<file path="config.mk">
export PLATFORM = sky130hd
export DESIGN_NAME = wsx_unit
export DESIGN_NICKNAME = d
export VERILOG_FILES = /design/src/rtl/wsx_pkg.sv /design/src/rtl/wsx_width_sel.sv /design/src/rtl/wsx_extender.sv /design/src/rtl/wsx_unit.sv
export SDC_FILE = /design/constraint.sdc
export NUM_CORES = 1
export LEC_CHECK = 0
export CAP_MARGIN = 20
export CORE_UTILIZATION = 42
export DETAILED_ROUTE_END_ITERATION = 16
export PLACE_DENSITY = 0.88
export SYNTH_ARGS = -nofsm -noshare
export SYNTH_HDL_FRONTEND = slang
export SYNTH_SLANG_ARGS = --single-unit
export TNS_END_PERCENT = 100
</file>
<file path="constraint.sdc">
create_clock -name clk -period 0.9 [get_ports clk]
set_input_delay 0.18 -clock clk [delete_from_list [all_inputs] [get_ports clk]]
set_output_delay 0.18 -clock clk [all_outputs]
set_load 0.02 [all_outputs]
</file>
<file path="src/rtl/wsx_pkg.sv">
package wsx_pkg;

    typedef enum logic [1:0] {
        OP_BYTE  = 2'd0,
        OP_HALF  = 2'd1,
        OP_WORD  = 2'd2,
        OP_FIXED = 2'd3
    } wsx_op_e;

    typedef enum logic [1:0] {
        FX_8    = 2'd0,
        FX_16   = 2'd1,
        FX_32   = 2'd2,
        FX_FULL = 2'd3
    } wsx_fix_e;

    typedef enum logic {
        ST_IDLE = 1'b0,
        ST_EMIT = 1'b1
    } wsx_state_e;

    function automatic int clamp_width(input int lit, input int xlen);
        return (lit >= xlen) ? xlen : lit;
    endfunction

endpackage

</file>
<file path="src/rtl/wsx_width_sel.sv">
module wsx_width_sel
    import wsx_pkg::*;
#(
    parameter int XLEN = 64,
    parameter int WW   = $clog2(XLEN + 1)
) (
    input  logic [1:0]    op,
    input  logic [1:0]    fix_sel,
    output logic [WW-1:0] width
);
    localparam logic [WW-1:0] W_BYTE = WW'(XLEN / 8);
    localparam logic [WW-1:0] W_HALF = WW'(XLEN / 4);
    localparam logic [WW-1:0] W_WORD = WW'(XLEN / 2);
    localparam logic [WW-1:0] W_F8   = WW'(clamp_width(8, XLEN));
    localparam logic [WW-1:0] W_F16  = WW'(clamp_width(16, XLEN));
    localparam logic [WW-1:0] W_F32  = WW'(clamp_width(32, XLEN));
    localparam logic [WW-1:0] W_FULL = WW'(XLEN);

    logic [WW-1:0] fixed_w;

    always_comb begin
        unique case (wsx_fix_e'(fix_sel))
            FX_8:    fixed_w = W_F8;
            FX_16:   fixed_w = W_F16;
            FX_32:   fixed_w = W_F32;
            FX_FULL: fixed_w = W_FULL;
            default: fixed_w = W_FULL;
        endcase
    end

    always_comb begin
        unique case (wsx_op_e'(op))
            OP_BYTE:  width = W_BYTE;
            OP_HALF:  width = W_HALF;
            OP_WORD:  width = W_WORD;
            OP_FIXED: width = fixed_w;
            default:  width = W_FULL;
        endcase
    end

    // the selected width is never zero and never exceeds the register
    always_comb begin
        width_range_chk: assert (width >= WW'(1) && width <= W_FULL || $isunknown(width));
    end

endmodule

</file>
<file path="src/rtl/wsx_extender.sv">
module wsx_extender #(
    parameter int XLEN = 64,
    parameter int WW   = $clog2(XLEN + 1)
) (
    input  logic [XLEN-1:0] data,
    input  logic [WW-1:0]   width,
    output logic [XLEN-1:0] result
);
    logic sign_bit;

    // pick the top bit of the field
    always_comb begin
        sign_bit = 1'b0;
        for (int i = 0; i < XLEN; i++) begin
            if (WW'(i + 1) == width) sign_bit = data[i];
        end
    end

    // copy bits inside the field, replicate the sign above it
    always_comb begin
        for (int i = 0; i < XLEN; i++) begin
            result[i] = (WW'(i) < width) ? data[i] : sign_bit;
        end
    end

endmodule

</file>
<file path="src/rtl/wsx_unit.sv">
module wsx_unit
    import wsx_pkg::*;
#(
    parameter int XLEN = 64
) (
    input  logic            clk,
    input  logic            rst_n,
    input  logic            in_valid,
    input  logic [1:0]      in_op,
    input  logic [1:0]      in_fix_sel,
    input  logic [XLEN-1:0] in_data,
    output logic            out_valid,
    output logic [XLEN-1:0] out_data
);
    localparam int WW = $clog2(XLEN + 1);
    localparam int BW = XLEN / 8;
    localparam int HW = XLEN / 4;
    localparam int DW = XLEN / 2;

    wsx_state_e      state_q, state_d;
    logic [WW-1:0]   field_w;
    logic [XLEN-1:0] ext_res;
    logic [XLEN-1:0] data_q;

    wsx_width_sel #(.XLEN(XLEN), .WW(WW)) u_wsel (
        .op      (in_op),
        .fix_sel (in_fix_sel),
        .width   (field_w)
    );

    wsx_extender #(.XLEN(XLEN), .WW(WW)) u_ext (
        .data   (in_data),
        .width  (field_w),
        .result (ext_res)
    );

    // next-state: accept / drain
    always_comb begin
        unique case (state_q)
            ST_IDLE: state_d = in_valid ? ST_EMIT : ST_IDLE;
            ST_EMIT: state_d = in_valid ? ST_EMIT : ST_IDLE;
            default: state_d = ST_IDLE;
        endcase
    end

    // state register
    always_ff @(posedge clk or negedge rst_n) begin
        if (!rst_n) state_q <= ST_IDLE;
        else        state_q <= state_d;
    end

    // output register
    always_ff @(posedge clk or negedge rst_n) begin
        if (!rst_n)        data_q <= '0;
        else if (in_valid) data_q <= ext_res;
    end

    assign out_valid = (state_q == ST_EMIT);
    assign out_data  = data_q;


    valid_follow_chk: assert property (@(posedge clk) disable iff (!rst_n)
        in_valid |=> out_valid);


    valid_drop_chk: assert property (@(posedge clk) disable iff (!rst_n)
        !in_valid |=> !out_valid);


    hold_data_chk: assert property (@(posedge clk) disable iff (!rst_n)
        !in_valid |=> $stable(out_data));


    byte_ext_chk: assert property (@(posedge clk) disable iff (!rst_n)
        (out_valid && $past(in_op) == OP_BYTE) |->
        (out_data[BW-1:0] == $past(in_data[BW-1:0]) &&
         ((&out_data[XLEN-1:BW-1]) || !(|out_data[XLEN-1:BW-1]))));


    half_ext_chk: assert property (@(posedge clk) disable iff (!rst_n)
        (out_valid && $past(in_op) == OP_HALF) |->
        (out_data[HW-1:0] == $past(in_data[HW-1:0]) &&
         ((&out_data[XLEN-1:HW-1]) || !(|out_data[XLEN-1:HW-1]))));


    word_ext_chk: assert property (@(posedge clk) disable iff (!rst_n)
        (out_valid && $past(in_op) == OP_WORD) |->
        (out_data[DW-1:0] == $past(in_data[DW-1:0]) &&
         ((&out_data[XLEN-1:DW-1]) || !(|out_data[XLEN-1:DW-1]))));


    full_pass_chk: assert property (@(posedge clk) disable iff (!rst_n)
        (out_valid && $past(in_op) == OP_FIXED && $past(in_fix_sel) == FX_FULL) |->
        out_data == $past(in_data));

endmodule

</file>
==> results.cfg <==
[outcome]
status = finished with violations
violations = negative setup slack

[setup_path]
cp_max_fo = 2
critPathLaunch = out_data[56]$_DFFE_PN0P_
required_ns = 0.72
cp-start-kind = flip-flop
ff2ff_setup_slack_ns = -0.03
path_class = reg2out
cpMaxStageDelayCell = dfrtp_1
cpPeakStageDelay_ns = 0.42
cpLargestDelayFamily = flip-flops
crit_end = out_data[56]
cp-end-kind = primary output
timing.rr.end = out_data[56]$_DFFE_PN0P_
critical_path.cell_chain = buf_6
cp.arrival_ns = 0.90
path_buf_inv = 1
reg2reg_depth = 4
crit_cells = 1
r2r-start = out_data[56]$_DFFE_PN0P_

[route]
wl_per_cell_um = 21.6
routed.top_layer = met4
antenna_left = 0
wl_met2_um = 6600
vias = 3427
firstDrtPassIters = 5
routed_wl_um = 12600
met3WireLength_um = 789
drcViolationCount = 0
wl_met1_um = 4750
routed_via_density = 5.90
drt_iter0_markers = 236

[synth]
syn_area_per_cell_sq_um = 10.5
syn-num-nets = 360
synth-seq-area-share = 0.534
syn_area_sq_mm = 0.00305
synth_cell_types = 23
synthCells = 289
yosysWarnings = 0
ys_ff_latch = 65

[power]
comb_power_share = 0.374
seq_power_share = 0.391
power_density_mw_per_mm2 = 1500
power.switching_mw = 2.95
switching_share = 0.323
power.leakage_nw = 2.48
clkPwrFrac = 0.236
vdd_drop_max_mv = 1.03
p_int_mw = 6.20
p_total_mw = 9.15

[sta]
fmax_mhz = 923
period_share = 1.20
slew_headroom = 0.719
finClkSkew_ns = 0
rsz0062_at_grt = yes
finalHoldViolations = 0
worst_pin_slew_ns = 0.418
holdWs_ns = 0.221
setup_violations = 93
period_minus_slack_ns = 1.08
tns_ns = -11.01
drv_slew = 0
setup_ws_ns = -0.184

[flow_run]
cap_violations = 0

[floorplanning]
ioPinCount = 136
chipWidth_um = 87.2
die_h_um = 87.2
dieArea_sq_mm = 0.00760
core_sq_mm = 0.00691
fp-row-count = 30
start_util = 0.441

[clocking]
numCtsBuffers = 9
clkLatencyLatePin_ns = 0.34
clock_path_buffers = 2
cts_tree = done
root_buffer = clkbuf_8
cts.sinks = 65
path_clk_slew_ns = 0.07
htree_levels = 3

[final_layout]
n_antenna_cell = 0
final_cell_mix = 86 x buf_6, 65 x dfrtp_1, 61 x clkdlybuf4s50_1
drive_gt1_frac = 0.507
final_common_cell = buf_6
layout.nets = 552
area_delta_synth_final_pct = 99.5

[placement]
place.gp.congestion = 0.805
portBuffers = 135
hpwl_um = 6670

[global_route]
grt_pass1_vias = 3673
grt_pass1_wl_um = 18400
antenna_found_initial = 0
grt_max_degree = 66
grt_overflow = 0
grt_usage = 0.322

[hold_path]
min_path_type = in2reg
## layout make-up
type	instances	area, sq um
Tap cell	96	120
Fill cell	300	825
Sequential cell	65	1630
Clock inverter	3	17.5
Timing Repair Buffer	215	2380
Multi-Input combinational cell	190	1790
Clock buffer	12	145
## cells in the mapped netlist, drive strengths merged
library cell	instances	area [sq um]
a21boi	32	240
a21o	2	15.0
a31oi	8	50.1
a41oi	48	428
and4	1	8.76
buf	14	90.1
clkbuf	20	75.1
dfrtp	65	1630
mux2	8	90.1
mux2i	1	10.0
nand2	2	7.51
nand2b	2	12.5
nand3	16	80.1
nand3b	9	67.6
nand4bb	1	11.3
nor2	57	214
nor4bb	1	10.0
o21ai	1	5.00
or2	1	6.26
## kinds of logic after synthesis
logic type / share of synthesized area
DFF: 0.534
buffers and inverters: 0.0542
muxes: 0.0328
AOI/OAI and AO/OA: 0.242
and+or+nand+nor: 0.137
## flip-flops by register name, summed over array words and instances, names as in the netlist
| name | flops |
|---|---|
| out_data | 64 |
| out_valid | 1 |
## worst min path at each step
| stage | to | startpoint | slack [ns] | depth (start not counted) |
|---|---|---|---|---|
| final | out_valid$_DFF_PN0_ | in_valid | 0.22 | 2 |
| after CTS | out_valid$_DFF_PN0_ | in_valid | 0.20 | 2 |
| after global routing | out_valid$_DFF_PN0_ | in_valid | 0.22 | 2 |
| after detailed placement | out_data[13]$_DFFE_PN0P_ | rst_n | 0.23 | 2 |
| after floorplan | out_data[0]$_DFFE_PN0P_ | rst_n | -0.12 | 0 |
| after global placement | out_data[13]$_DFFE_PN0P_ | rst_n | 0.22 | 2 |
## per-layer routing
layer,GRT usage,up-vias
li1,-,1470
met1,0.372,1726
met2,0.576,186
met3,0.0806,45
met4,0.121,0
met5,0,-
## timing repair
item,CTS,global route
endpoints found under the setup margin,121,102
resized for setup,482,59
endpoints found under the hold margin,65,0
gates cloned,9,0
buffers inserted,24,16
pin swaps,18,24
hold buffers,1,0
## power groups by stage
| stage | logic, mW | clock network, mW | registers, mW |
|---|---|---|---|
| finish | 3.42 | 2.16 | 3.58 |
| global route | 3.58 | 2.30 | 3.60 |
| CTS | 3.16 | 2.16 | 3.55 |
| detailed placement | 2.66 | 0 | 3.53 |
| global placement | 2.59 | 0 | 3.51 |
| floorplan | 0.777 | 0 | 3.94 |
## metrics by stage
step                utilization  worst slack [ns]  cell area (sq um)  instances
floorplan                     -            -0.166               3360        289
global placement          0.728            -0.716               5030        531
detailed placement        0.728            -0.817               5030        531
CTS                       0.849            -0.179               5870        579
global route              0.881            -0.206               6080        581
finish                    0.881            -0.184               6080        581
Note: power is estimated with default switching activity, not from simulation.
